==> config.mk <==
export PLATFORM = sky130hd
export DESIGN_NAME = spi_mfault_master
export DESIGN_NICKNAME = d
export VERILOG_FILES = /design/src/rtl/spi_mf_pkg.sv /design/src/rtl/spi_mf_sync.sv /design/src/rtl/spi_mf_ctrl.sv /design/src/rtl/spi_mf_shifter.sv /design/src/rtl/spi_mfault_master.sv
export SDC_FILE = /design/constraint.sdc
export NUM_CORES = 1
export LEC_CHECK = 0
export ABC_AREA = 0
export BUFFER_PORTS_ARGS = -buffer_cell sky130_fd_sc_hd__buf_2
export CAP_MARGIN = 20
export CORE_UTILIZATION = 59
export CTS_BUF_LIST = sky130_fd_sc_hd__clkbuf_16
export CTS_CLUSTER_SIZE = 20
export DETAILED_ROUTE_END_ITERATION = 16
export PLACE_DENSITY = 0.88
export SLEW_MARGIN = 20
export SYNTH_ARGS = -nofsm -noshare
export SYNTH_HDL_FRONTEND = slang
export SYNTH_HIERARCHICAL = 1
export SYNTH_SLANG_ARGS = --single-unit
==> constraint.sdc <==
create_clock -name clk -period 5 [get_ports clk]
set_clock_uncertainty 0.1 [all_clocks]
set_input_delay 0.5 -clock clk [delete_from_list [all_inputs] [get_ports clk]]
set_output_delay 0.5 -clock clk [all_outputs]
set_load 0.03 [all_outputs]
==> src/rtl/spi_mf_pkg.sv <==
package spi_mf_pkg;

  localparam int FRAME_W = 8;

  typedef enum logic [1:0] {
    CS_HW_DRIVE = 2'd0,
    CS_HW_SENSE = 2'd1,
    CS_SOFT     = 2'd2
  } cs_mode_e;

  function automatic cs_mode_e cs_mode(input logic soft_en, input logic drive);
    if (soft_en)    return CS_SOFT;
    else if (drive) return CS_HW_DRIVE;
    else            return CS_HW_SENSE;
  endfunction

endpackage

==> src/rtl/spi_mf_sync.sv <==
module spi_mf_sync #(
  parameter int   STAGES  = 2,
  parameter logic RST_VAL = 1'b0
) (
  input  logic clk,
  input  logic rst_n,
  input  logic d_i,
  output logic q_o
);

  logic [STAGES-1:0] chain_q;
  logic [STAGES-1:0] chain_d;

  genvar g;
  generate
    for (g = 0; g < STAGES; g++) begin : g_stage
      if (g == 0) begin : g_first
        assign chain_d[g] = d_i;
      end else begin : g_rest
        assign chain_d[g] = chain_q[g-1];
      end
    end
  endgenerate

  always_ff @(posedge clk or negedge rst_n) begin
    if (!rst_n) chain_q <= {STAGES{RST_VAL}};
    else        chain_q <= chain_d;
  end

  assign q_o = chain_q[STAGES-1];

endmodule

==> src/rtl/spi_mf_ctrl.sv <==
module spi_mf_ctrl
  import spi_mf_pkg::*;
#(
  parameter int DIV_W = 4
) (
  input  logic             clk,
  input  logic             rst_n,
  input  logic             cfg_we_i,
  input  logic             cfg_en_i,
  input  logic             cfg_master_i,
  input  logic             cfg_soft_en_i,
  input  logic             cfg_soft_val_i,
  input  logic             cfg_drive_i,
  input  logic             cfg_rx_only_i,
  input  logic [DIV_W-1:0] cfg_half_div_i,
  input  logic             err_clr_i,
  input  logic             cs_sync_i,
  output logic             en_o,
  output logic             master_o,
  output logic             rx_only_o,
  output logic [DIV_W-1:0] half_div_o,
  output logic             err_o,
  output logic             fault_o,
  output logic             cs_o,
  output logic             cs_oe_o
);

  logic             en_q, en_d;
  logic             mst_q, mst_d;
  logic             sen_q, sen_d;
  logic             sval_q, sval_d;
  logic             drv_q, drv_d;
  logic             rxo_q, rxo_d;
  logic [DIV_W-1:0] div_q, div_d;
  logic             err_q, err_d;
  logic             cfg_ce, err_ce;
  logic             fault_now;
  cs_mode_e         mode;

  assign mode = cs_mode(sen_q, drv_q);

  always_comb begin
    fault_now = 1'b0;
    if (en_q && mst_q) begin
      unique case (mode)
        CS_SOFT:     fault_now = !sval_q;
        CS_HW_SENSE: fault_now = !cs_sync_i;
        default:     fault_now = 1'b0;
      endcase
    end
  end

  always_comb begin
    en_d   = en_q;
    mst_d  = mst_q;
    sen_d  = sen_q;
    sval_d = sval_q;
    drv_d  = drv_q;
    rxo_d  = rxo_q;
    div_d  = div_q;
    if (cfg_we_i) begin
      en_d   = cfg_en_i;
      mst_d  = cfg_master_i;
      sen_d  = cfg_soft_en_i;
      sval_d = cfg_soft_val_i;
      drv_d  = cfg_drive_i;
      rxo_d  = cfg_rx_only_i;
      div_d  = cfg_half_div_i;
    end
    if (fault_now) mst_d = 1'b0;
  end

  assign cfg_ce = cfg_we_i | fault_now;

  always_comb begin
    err_d = err_q;
    if (err_clr_i) err_d = 1'b0;
    if (fault_now) err_d = 1'b1;
  end

  assign err_ce = err_clr_i | fault_now;

  always_ff @(posedge clk or negedge rst_n) begin
    if (!rst_n) begin
      en_q   <= 1'b0;
      mst_q  <= 1'b0;
      sen_q  <= 1'b0;
      sval_q <= 1'b0;
      drv_q  <= 1'b0;
      rxo_q  <= 1'b0;
      div_q  <= '0;
    end else if (cfg_ce) begin
      en_q   <= en_d;
      mst_q  <= mst_d;
      sen_q  <= sen_d;
      sval_q <= sval_d;
      drv_q  <= drv_d;
      rxo_q  <= rxo_d;
      div_q  <= div_d;
    end
  end

  always_ff @(posedge clk or negedge rst_n) begin
    if (!rst_n)      err_q <= 1'b0;
    else if (err_ce) err_q <= err_d;
  end

  assign cs_oe_o    = mst_q && (mode == CS_HW_DRIVE);
  assign cs_o       = !(en_q && cs_oe_o);
  assign en_o       = en_q;
  assign master_o   = mst_q;
  assign rx_only_o  = rxo_q;
  assign half_div_o = div_q;
  assign err_o      = err_q;
  assign fault_o    = fault_now;


  err_sticky_chk: assert property (@(posedge clk) disable iff (!rst_n)
    $fell(err_q) |-> $past(err_clr_i));


  master_drop_chk: assert property (@(posedge clk) disable iff (!rst_n)
    $fell(mst_q) |-> ($past(fault_now) || $past(cfg_we_i)));

endmodule

==> src/rtl/spi_mf_shifter.sv <==
module spi_mf_shifter #(
  parameter int DATA_W = 8,
  parameter int DIV_W  = 4
) (
  input  logic              clk,
  input  logic              rst_n,
  input  logic              run_i,
  input  logic              rx_only_i,
  input  logic [DIV_W-1:0]  half_div_i,
  input  logic              tx_valid_i,
  input  logic [DATA_W-1:0] tx_data_i,
  output logic              tx_ready_o,
  input  logic              miso_i,
  output logic              sck_o,
  output logic              sck_oe_o,
  output logic              mosi_o,
  output logic              mosi_oe_o,
  output logic              rx_valid_o,
  output logic [DATA_W-1:0] rx_data_o
);

  localparam int              BIT_W    = $clog2(DATA_W);
  localparam logic [BIT_W-1:0] LAST_BIT = BIT_W'(DATA_W - 1);

  logic              busy_q, busy_d;
  logic              sck_q, sck_d;
  logic [DIV_W-1:0]  cnt_q, cnt_d;
  logic [BIT_W-1:0]  bit_q, bit_d;
  logic [DATA_W-1:0] tsh_q, tsh_d;
  logic [DATA_W-1:0] rsh_q, rsh_d;
  logic              rxv_q, rxv_d;
  logic [DATA_W-1:0] rxd_q, rxd_d;
  logic              rxd_ce;

  always_comb begin
    busy_d = busy_q;
    sck_d  = sck_q;
    cnt_d  = cnt_q;
    bit_d  = bit_q;
    tsh_d  = tsh_q;
    rsh_d  = rsh_q;
    rxv_d  = 1'b0;
    rxd_d  = rxd_q;
    rxd_ce = 1'b0;
    if (!run_i) begin
      busy_d = 1'b0;
      sck_d  = 1'b0;
      cnt_d  = '0;
    end else if (!busy_q) begin
      if (tx_valid_i) begin
        busy_d = 1'b1;
        sck_d  = 1'b0;
        cnt_d  = '0;
        bit_d  = '0;
        tsh_d  = tx_data_i;
      end
    end else if (cnt_q == half_div_i) begin
      cnt_d = '0;
      if (!sck_q) begin
        sck_d = 1'b1;
        rsh_d = {rsh_q[DATA_W-2:0], miso_i};
      end else begin
        sck_d = 1'b0;
        if (bit_q == LAST_BIT) begin
          busy_d = 1'b0;
          rxv_d  = 1'b1;
          rxd_d  = rsh_q;
          rxd_ce = 1'b1;
        end else begin
          bit_d = bit_q + 1'b1;
          tsh_d = {tsh_q[DATA_W-2:0], 1'b0};
        end
      end
    end else begin
      cnt_d = cnt_q + 1'b1;
    end
  end

  always_ff @(posedge clk or negedge rst_n) begin
    if (!rst_n) begin
      busy_q <= 1'b0;
      sck_q  <= 1'b0;
      cnt_q  <= '0;
      bit_q  <= '0;
      tsh_q  <= '0;
      rsh_q  <= '0;
      rxv_q  <= 1'b0;
    end else begin
      busy_q <= busy_d;
      sck_q  <= sck_d;
      cnt_q  <= cnt_d;
      bit_q  <= bit_d;
      tsh_q  <= tsh_d;
      rsh_q  <= rsh_d;
      rxv_q  <= rxv_d;
    end
  end

  always_ff @(posedge clk or negedge rst_n) begin
    if (!rst_n)      rxd_q <= '0;
    else if (rxd_ce) rxd_q <= rxd_d;
  end

  assign tx_ready_o = run_i && !busy_q;
  assign sck_o      = sck_q;
  assign sck_oe_o   = run_i;
  assign mosi_oe_o  = run_i && !rx_only_i;
  assign mosi_o     = rx_only_i ? 1'b0 : tsh_q[DATA_W-1];
  assign rx_valid_o = rxv_q;
  assign rx_data_o  = rxd_q;


  sck_idle_low_chk: assert property (@(posedge clk) disable iff (!rst_n)
    !busy_q |-> !sck_q);


  mosi_hold_chk: assert property (@(posedge clk) disable iff (!rst_n)
    (sck_q && $past(sck_q)) |-> $stable(tsh_q[DATA_W-1]));


  rx_pulse_chk: assert property (@(posedge clk) disable iff (!rst_n)
    rxv_q |=> !rxv_q);

endmodule

==> src/rtl/spi_mfault_master.sv <==
module spi_mfault_master
  import spi_mf_pkg::*;
#(
  parameter int DIV_W = 4
) (
  input  logic               clk,
  input  logic               rst_n,
  input  logic               cfg_we,
  input  logic               cfg_en,
  input  logic               cfg_master,
  input  logic               cfg_soft_nss_en,
  input  logic               cfg_soft_nss_val,
  input  logic               cfg_nss_drive,
  input  logic               cfg_rx_only,
  input  logic [DIV_W-1:0]   cfg_half_div,
  input  logic               err_clr,
  output logic               master_o,
  output logic               cfg_err_o,
  input  logic               tx_valid,
  input  logic [FRAME_W-1:0] tx_data,
  output logic               tx_ready,
  output logic               rx_valid,
  output logic [FRAME_W-1:0] rx_data,
  output logic               sck_o,
  output logic               sck_oe_o,
  output logic               mosi_o,
  output logic               mosi_oe_o,
  input  logic               miso_i,
  input  logic               nss_i,
  output logic               nss_o,
  output logic               nss_oe_o
);

  localparam int SYNC_STAGES = 2;

  logic             rst_int_n;
  logic             cs_sync;
  logic             en, mst, rxo, fault;
  logic [DIV_W-1:0] half_div;
  logic             run;

  spi_mf_sync #(.STAGES(SYNC_STAGES), .RST_VAL(1'b0)) u_rst_sync (
    .clk   (clk),
    .rst_n (rst_n),
    .d_i   (1'b1),
    .q_o   (rst_int_n)
  );

  spi_mf_sync #(.STAGES(SYNC_STAGES), .RST_VAL(1'b1)) u_cs_sync (
    .clk   (clk),
    .rst_n (rst_int_n),
    .d_i   (nss_i),
    .q_o   (cs_sync)
  );

  spi_mf_ctrl #(.DIV_W(DIV_W)) u_ctrl (
    .clk            (clk),
    .rst_n          (rst_int_n),
    .cfg_we_i       (cfg_we),
    .cfg_en_i       (cfg_en),
    .cfg_master_i   (cfg_master),
    .cfg_soft_en_i  (cfg_soft_nss_en),
    .cfg_soft_val_i (cfg_soft_nss_val),
    .cfg_drive_i    (cfg_nss_drive),
    .cfg_rx_only_i  (cfg_rx_only),
    .cfg_half_div_i (cfg_half_div),
    .err_clr_i      (err_clr),
    .cs_sync_i      (cs_sync),
    .en_o           (en),
    .master_o       (mst),
    .rx_only_o      (rxo),
    .half_div_o     (half_div),
    .err_o          (cfg_err_o),
    .fault_o        (fault),
    .cs_o           (nss_o),
    .cs_oe_o        (nss_oe_o)
  );

  assign run = en && mst && !fault;

  spi_mf_shifter #(.DATA_W(FRAME_W), .DIV_W(DIV_W)) u_shifter (
    .clk        (clk),
    .rst_n      (rst_int_n),
    .run_i      (run),
    .rx_only_i  (rxo),
    .half_div_i (half_div),
    .tx_valid_i (tx_valid),
    .tx_data_i  (tx_data),
    .tx_ready_o (tx_ready),
    .miso_i     (miso_i),
    .sck_o      (sck_o),
    .sck_oe_o   (sck_oe_o),
    .mosi_o     (mosi_o),
    .mosi_oe_o  (mosi_oe_o),
    .rx_valid_o (rx_valid),
    .rx_data_o  (rx_data)
  );

  assign master_o = mst;


  fault_quiet_chk: assert property (@(posedge clk) disable iff (!rst_int_n)
    $fell(master_o) |-> (!sck_oe_o && !mosi_oe_o && !tx_ready));


  disabled_no_fault_chk: assert property (@(posedge clk) disable iff (!rst_int_n)
    ($rose(cfg_err_o)) |-> $past(en));

endmodule

==> results of run 1 <==
-- cells by family (layout without fill, tap and decap cells) --
group           Yosys count  in the layout
other cells               1              1
buf+inv                  14             54
mux                      26             26
flops                    49             49
simple gates             67             67
fa+ha+maj                 3              3
compound gates           33             33
xor+xnor                  5              5
-- worst min path at each step --
stage	to	cells after the start	start
6_report	u_cs_sync/chain_q[0]	1	nss_i
3_3_place_gp	u_rst_sync/chain_q[0]	1	rst_n
5_1_grt	u_cs_sync/chain_q[0]	1	nss_i
3_5_place_dp	u_rst_sync/chain_q[0]	1	rst_n
2_1_floorplan	u_rst_sync/chain_q[0]	0	rst_n
4_1_cts	u_cs_sync/chain_q[0]	1	nss_i
-- report_power, final --
part           internal (W)  switching [W]
clock network      0.000232       0.000136
registers          0.000456      0.0000586
logic             0.0000715      0.0000823
-- stage by stage --
step / power (W) / setup slack (ns) / utilization, % / instances / area (um2)
2_1_floorplan: 0.000622 / 2.76 / - / 198 / 2300
3_3_place_gp: 0.000660 / 2.56 / 68.1 / 277 / 2530
3_5_place_dp: 0.000673 / 2.46 / 68.1 / 277 / 2530
4_1_cts: 0.00104 / 2.38 / 72.7 / 286 / 2700
5_1_grt: 0.00108 / 2.26 / 72.8 / 286 / 2710
6_report: 0.00104 / 2.34 / 72.8 / 286 / 2710
-- worst reg2reg max path: stages (launching register included) --
cell     delay (ns)
dfstp_2        0.52
or3_1          0.10
a21oi_1        0.07
and3b_1        0.49
nand2_1        0.29
nor3_4         0.50
mux2_2         0.39
-- registers in the layout (all words and copies together), names as in the netlist, 2 cells and up --
name,count
u_shifter/cnt_q,4
u_shifter/rx_data_o,8
u_shifter/bit_q,3
u_shifter/rsh_q,8
u_ctrl/half_div_o,4
u_shifter/tsh_q,8
u_rst_sync/chain_q,2
u_cs_sync/chain_q,2
-- cells in the mapped netlist, drive strengths merged, types with 2 or more instances --
master  instances
clkbuf          9
nor3b           7
nor2            3
and3            6
nand3          17
ha              3
xnor2           4
dfrtp          47
nor3            2
nor2b           8
dfstp           2
inv             2
nand2          14
a21oi           9
buf             3
o211ai         12
and3b           2
o21ai           5
mux2           25
-- final cells by class --
| type | count | area, um2 |
|---|---|---|
| clock buffer | 5 | 125 |
| tap | 48 | 60.1 |
| inverter | 2 | 7.51 |
| multi-input combinational | 135 | 1010 |
| clock inverter | 3 | 37.5 |
| timing repair buffer | 44 | 228 |
| fill | 249 | 1010 |
| sequential | 49 | 1230 |
-- cells in the final DEF, fill, tap and decap left out, types with 2 or more instances in the layout --
master | netlist | routed
dfrtp_1 | 47 | 46
buf_2 | 1 | 42
mux2_2 | 25 | 25
nand3_1 | 17 | 17
nand2_1 | 14 | 14
o211ai_1 | 12 | 12
a21oi_1 | 9 | 9
nor2b_1 | 8 | 8
nor3b_1 | 7 | 7
and3_1 | 6 | 6
clkbuf_16 | 0 | 5
xnor2_1 | 4 | 4
o21ai_0 | 5 | 4
inv_1 | 2 | 3
nor2_1 | 3 | 3
ha_1 | 3 | 3
dfstp_2 | 2 | 2
nor3_4 | 2 | 2
-- per-layer routing --
| metal | up-vias | track usage, % | part of all wire [%] |
|---|---|---|---|
| li1 | 790 | - | - |
| met2 | 54 | 37.8 | 48 |
| met1 | 820 | 30.9 | 46 |
| met4 | 0 | 9.17 | 1.1 |
| met5 | - | 0 | 0 |
| met3 | 6 | 5.81 | 5.7 |
==> flow_summary.toml, run 1 <==
[logic_synthesis]
synth.avg_cell_area_um2 = 11.6
synth_cell_types = 39
synth_nets = 226
synthArstFlopShare_pct = 100
synthesis.area_um2 = 2300
synth-adder-area-share_pct = 1.63
synth_top_area_share_pct = 51.0
synthMuxAreaShare_pct = 12.6
synth_compound_area_share_pct = 9.39
synth_warnings = 6
synthFlopType = "dfrtp_1"
synthSimpleGateAreaFrac_pct = 18.3
synth_top_family_by_area = "simple AND/OR/NAND/NOR gates"
synth_xor_xnor_area_share_pct = 1.90
syn_inst = 198
synth-edff-count = 0
synth_area_leaders = "dfrtp_1 51%, mux2_2 12%, o211ai_1 3.9%, nand3_1 3.7%, dfstp_2 2.3%"
synth-seq-area-share_pct = 53.3
synth.largest_area_cell = "dfrtp_1"
synth.ff_latch_count = 49

[pwr]
cellPowerDensity_nw_per_um2 = 383
irDropWorstVdd_mv = 0.367
p_leak_nw = 1.30

[clock_tree]
cts_tree = "done"
postCtsHoldBufs = 1
cts_root_buf = "clkbuf_16"
insertion_delay_ns = 0.29
cts.sinks = 49
clk_pin_slew_ns = 0.06
cts_resized = 0
cts-buffers-inserted = 5
clockBufferDepth = 2
htree_levels = 2
postCtsSetupRepairBufs = 0

[setup_path]
critical_path_depth = 5
worst-path-buf-inv = 1
cp-start-kind = "register"
crit_type = "reg -> out"
critPathTopFamily = "simple AND/OR/NAND/NOR gates"
timing.rr.start = "u_cs_sync/chain_q[1]"
worstPathCellList = "or3_1, a21oi_1, and3b_1, nor2b_1, buf_2"
timing.critical_path.to = "tx_ready"
crit_slowest_cell = "dfrtp_1"
cp_max_fo = 15
critPathMaxStageDelay_ns = 0.43
reg2reg_slack_ns = 2.42
cp.arrival_ns = 2.06
startpoint = "u_ctrl/sen_q"
worstPathRequired_ns = 4.40
ff2ff_path_depth = 6
endpoint_kind = "primary output"
rr_endpoint = "u_shifter/rx_data_o[2]"

[sta]
finalMaxSlewViolations = 0
fmax_ghz = 0.376
fin_crit_sh_pct = 53.1
rsz0062_at_grt = "no"
min_period_ns = 2.66
hold_violations = 0
setup_violations = 0
worstMarginPinSlew_ns = 0.933
timing.hold.ws_ns = 0.208
max_slew_margin_pct = 37.8
setup_tns_ns = 0

[grt]
antenna_found_initial = 0
overflow = 0
grt_max_degree = 48
first_global_vias = 1643
grt_first_pass_wirelength_um = 7410
grt.total_usage_pct = 23.5

[hold_path]
hold_path.class = "in -> reg"

[detailed_routing]
vias_per_cell = 5.84
drt_wl_total_um = 4370
wl_per_cell_um = 15.3
drtIter0Drc = 136
vias = 1670
drc = 0
firstDrtPassIters = 4
ant_nets = 0

[place]
place_congestion = 0.795
port_buffers = 42
hpwl_um = 2920

[die]
dieHeight_um = 64.5
rows = 22
die_w_um = 64.5
start_util_pct = 62.0
die_area_um2 = 4160
core_area_um2 = 3720
ioPinCount = 43

[finish]
antenna_cells = 0
area.growth.synth_to_final_pct = 17.4
fin_nets = 265
drive_gt1_share_pct = 34.5

[status]
status = "finished clean"

[job]
drv_cap = 0
No activity file was read; power rests on OpenSTA's default activity.
==> run 2: changes to the inputs <==
Settings changed: CORE_UTILIZATION 59 to 55, PLACE_DENSITY 0.88 to 0.83.
Clock period 5 ns to 2.5 ns, I/O delays scaled along.
==> run 2 against run 1 <==
  * Via count grew 1.1%
  * Clock power is 100% higher
  * Setup slack worse by 2.1 ns
  * Register-to-register slack got worse by 2.2 ns
  * Wire length rose by 4.7%
  * First-iteration DRC count shrank 34%
  * Final cell count increased by 3.5%
  * Critical path type unchanged
  * Largest cell class unchanged
  * Largest power group unchanged
  * Highest routed layer unchanged
==> flow_summary.toml, run 2 (synthesis results as in run 1) <==
[status]
status = "finished clean"

[detailed_routing]
drc = 0
vias_per_cell = 5.70
ant_nets = 0
firstDrtPassIters = 4
drtIter0Drc = 90
vias = 1688
wl_per_cell_um = 15.4
drt_wl_total_um = 4570

[sta]
min_period_ns = 2.31
finalMaxSlewViolations = 0
setup_violations = 0
rsz0062_at_grt = "no"
hold_violations = 0
fmax_ghz = 0.434
setup_slack_ns = 0.195
setup_tns_ns = 0
fin_crit_sh_pct = 92.2
max_slew_margin_pct = 64.8
timing.hold.ws_ns = 0.0969
worstMarginPinSlew_ns = 0.528

[setup_path]
critPathMaxStageDelay_ns = 0.42
cp.arrival_ns = 1.96
worstPathCellList = "or3_1, a21oi_1, and3b_1, buf_4, nor2b_1, buf_2"
critPathTopFamily = "simple AND/OR/NAND/NOR gates"
rr_endpoint = "u_shifter/tsh_q[0]"
timing.critical_path.to = "mosi_oe_o"
endpoint_kind = "primary output"
worstPathRequired_ns = 2.15
startpoint = "u_ctrl/sen_q"
crit_slowest_cell = "dfrtp_1"
worst-path-buf-inv = 2
critical_path_depth = 6
ff2ff_path_depth = 8
reg2reg_slack_ns = 0.21
timing.rr.start = "u_ctrl/sen_q"
cp_max_fo = 10
cp-start-kind = "register"
crit_type = "reg -> out"

[clock_tree]
insertion_delay_ns = 0.29
cts-buffers-inserted = 5
cts.sinks = 49
clockBufferDepth = 2
cts_resized = 0
cts_tree = "done"
cts_root_buf = "clkbuf_16"
htree_levels = 2
clk_pin_slew_ns = 0.06
postCtsHoldBufs = 2
postCtsSetupRepairBufs = 0

[pwr]
pwr-share-seq_pct = 48.5
comb_power_share_pct = 15.9
irDropWorstVdd_mv = 0.542
cellPowerDensity_nw_per_um2 = 753
net-switching-power_w = 0.000565
internal_power_w = 0.00153
clockPowerShare_pct = 35.6
power_w = 0.00210
p_leak_nw = 1.35
netSwitchingFraction_pct = 27.0

[finish]
fin_nets = 273
final_common_cell = "dfrtp_1"
antenna_cells = 0
area.growth.synth_to_final_pct = 20.7
mostFrequentLayoutCells = "46 x dfrtp_1, 42 x buf_2, 25 x mux2_2"
drive_gt1_share_pct = 36.6

[place]
hpwl_um = 3140
place_congestion = 0.826
port_buffers = 42
place_ws_ns = 0.207

[grt]
grt_max_degree = 26
antenna_found_initial = 0
first_global_vias = 1722
overflow = 0
grt_first_pass_wirelength_um = 7850
grt.total_usage_pct = 24.3

[die]
start_util_pct = 57.6
rows = 23
dieHeight_um = 66.7
die_area_um2 = 4450
core_area_um2 = 4000
ioPinCount = 43
die_w_um = 66.7

[job]
drv_cap = 0

[hold_path]
hold_path.class = "in -> reg"
hold_start = "cfg_half_div[0]"
run 2: cell types whose count changed in the layout (fill, tap and decap cells not counted), sizes merged:
cell         change
dlygate4sd3      +1
buf              +7
run 2: worst min-delay path by stage:
| stage | slack (ns) | cells after the start | endpoint |
|---|---|---|---|
| finish | 0.1 | 2 | u_ctrl/half_div_o[0] |
| global route | 0.1 | 2 | u_ctrl/half_div_o[0] |
| CTS | 0.09 | 2 | u_ctrl/half_div_o[0] |
| detailed placement | -0.06 | 1 | u_rst_sync/chain_q[0] |
| global placement | -0.06 | 1 | u_rst_sync/chain_q[0] |
| floorplan | -0.15 | 0 | u_rst_sync/chain_q[0] |
run 2: power groups by stage:
stage                     registers [W]  clock network [W]  logic (W)
after CTS                       0.00101           0.000762   0.000336
after global routing            0.00103           0.000788   0.000377
final                           0.00102           0.000746   0.000333
after floorplan                 0.00101                  0   0.000235
after global placement          0.00102                  0   0.000318
after detailed placement        0.00103                  0   0.000329
run 2: routing by layer:
metal,share of wire (%),GRT usage (%),vias up
li1,-,-,813
met1,44,30.0,822
met2,50,40.4,45
met3,4.0,5.82,8
met4,1.6,10.4,0
met5,0,0,-
run 2: layout make-up:
type	count	area [um2]
inverters	2	7.51
flip-flops and latches	49	1230
fillers	307	1220
repair buffers	52	303
well taps	50	62.6
clock inverters	3	38.8
multi-input cells	135	1010
clock buffers	5	125
run 2: per-stage QoR:
| stage | utilization (%) | area [um2] | std cells |
|---|---|---|---|
| after floorplan | - | 2300 | 198 |
| after global placement | 64.9 | 2600 | 286 |
| after detailed placement | 64.9 | 2600 | 286 |
| after CTS | 69.5 | 2780 | 296 |
| after global routing | 69.5 | 2780 | 296 |
| final | 69.5 | 2780 | 296 |
run 2: worst reg2reg max path: cells and delay by family, from the launching register on:
kind	cells	cell delay, ns
simple gates	3	0.68
flops	1	0.42
compound gates	4	0.75
buf+inv	1	0.21
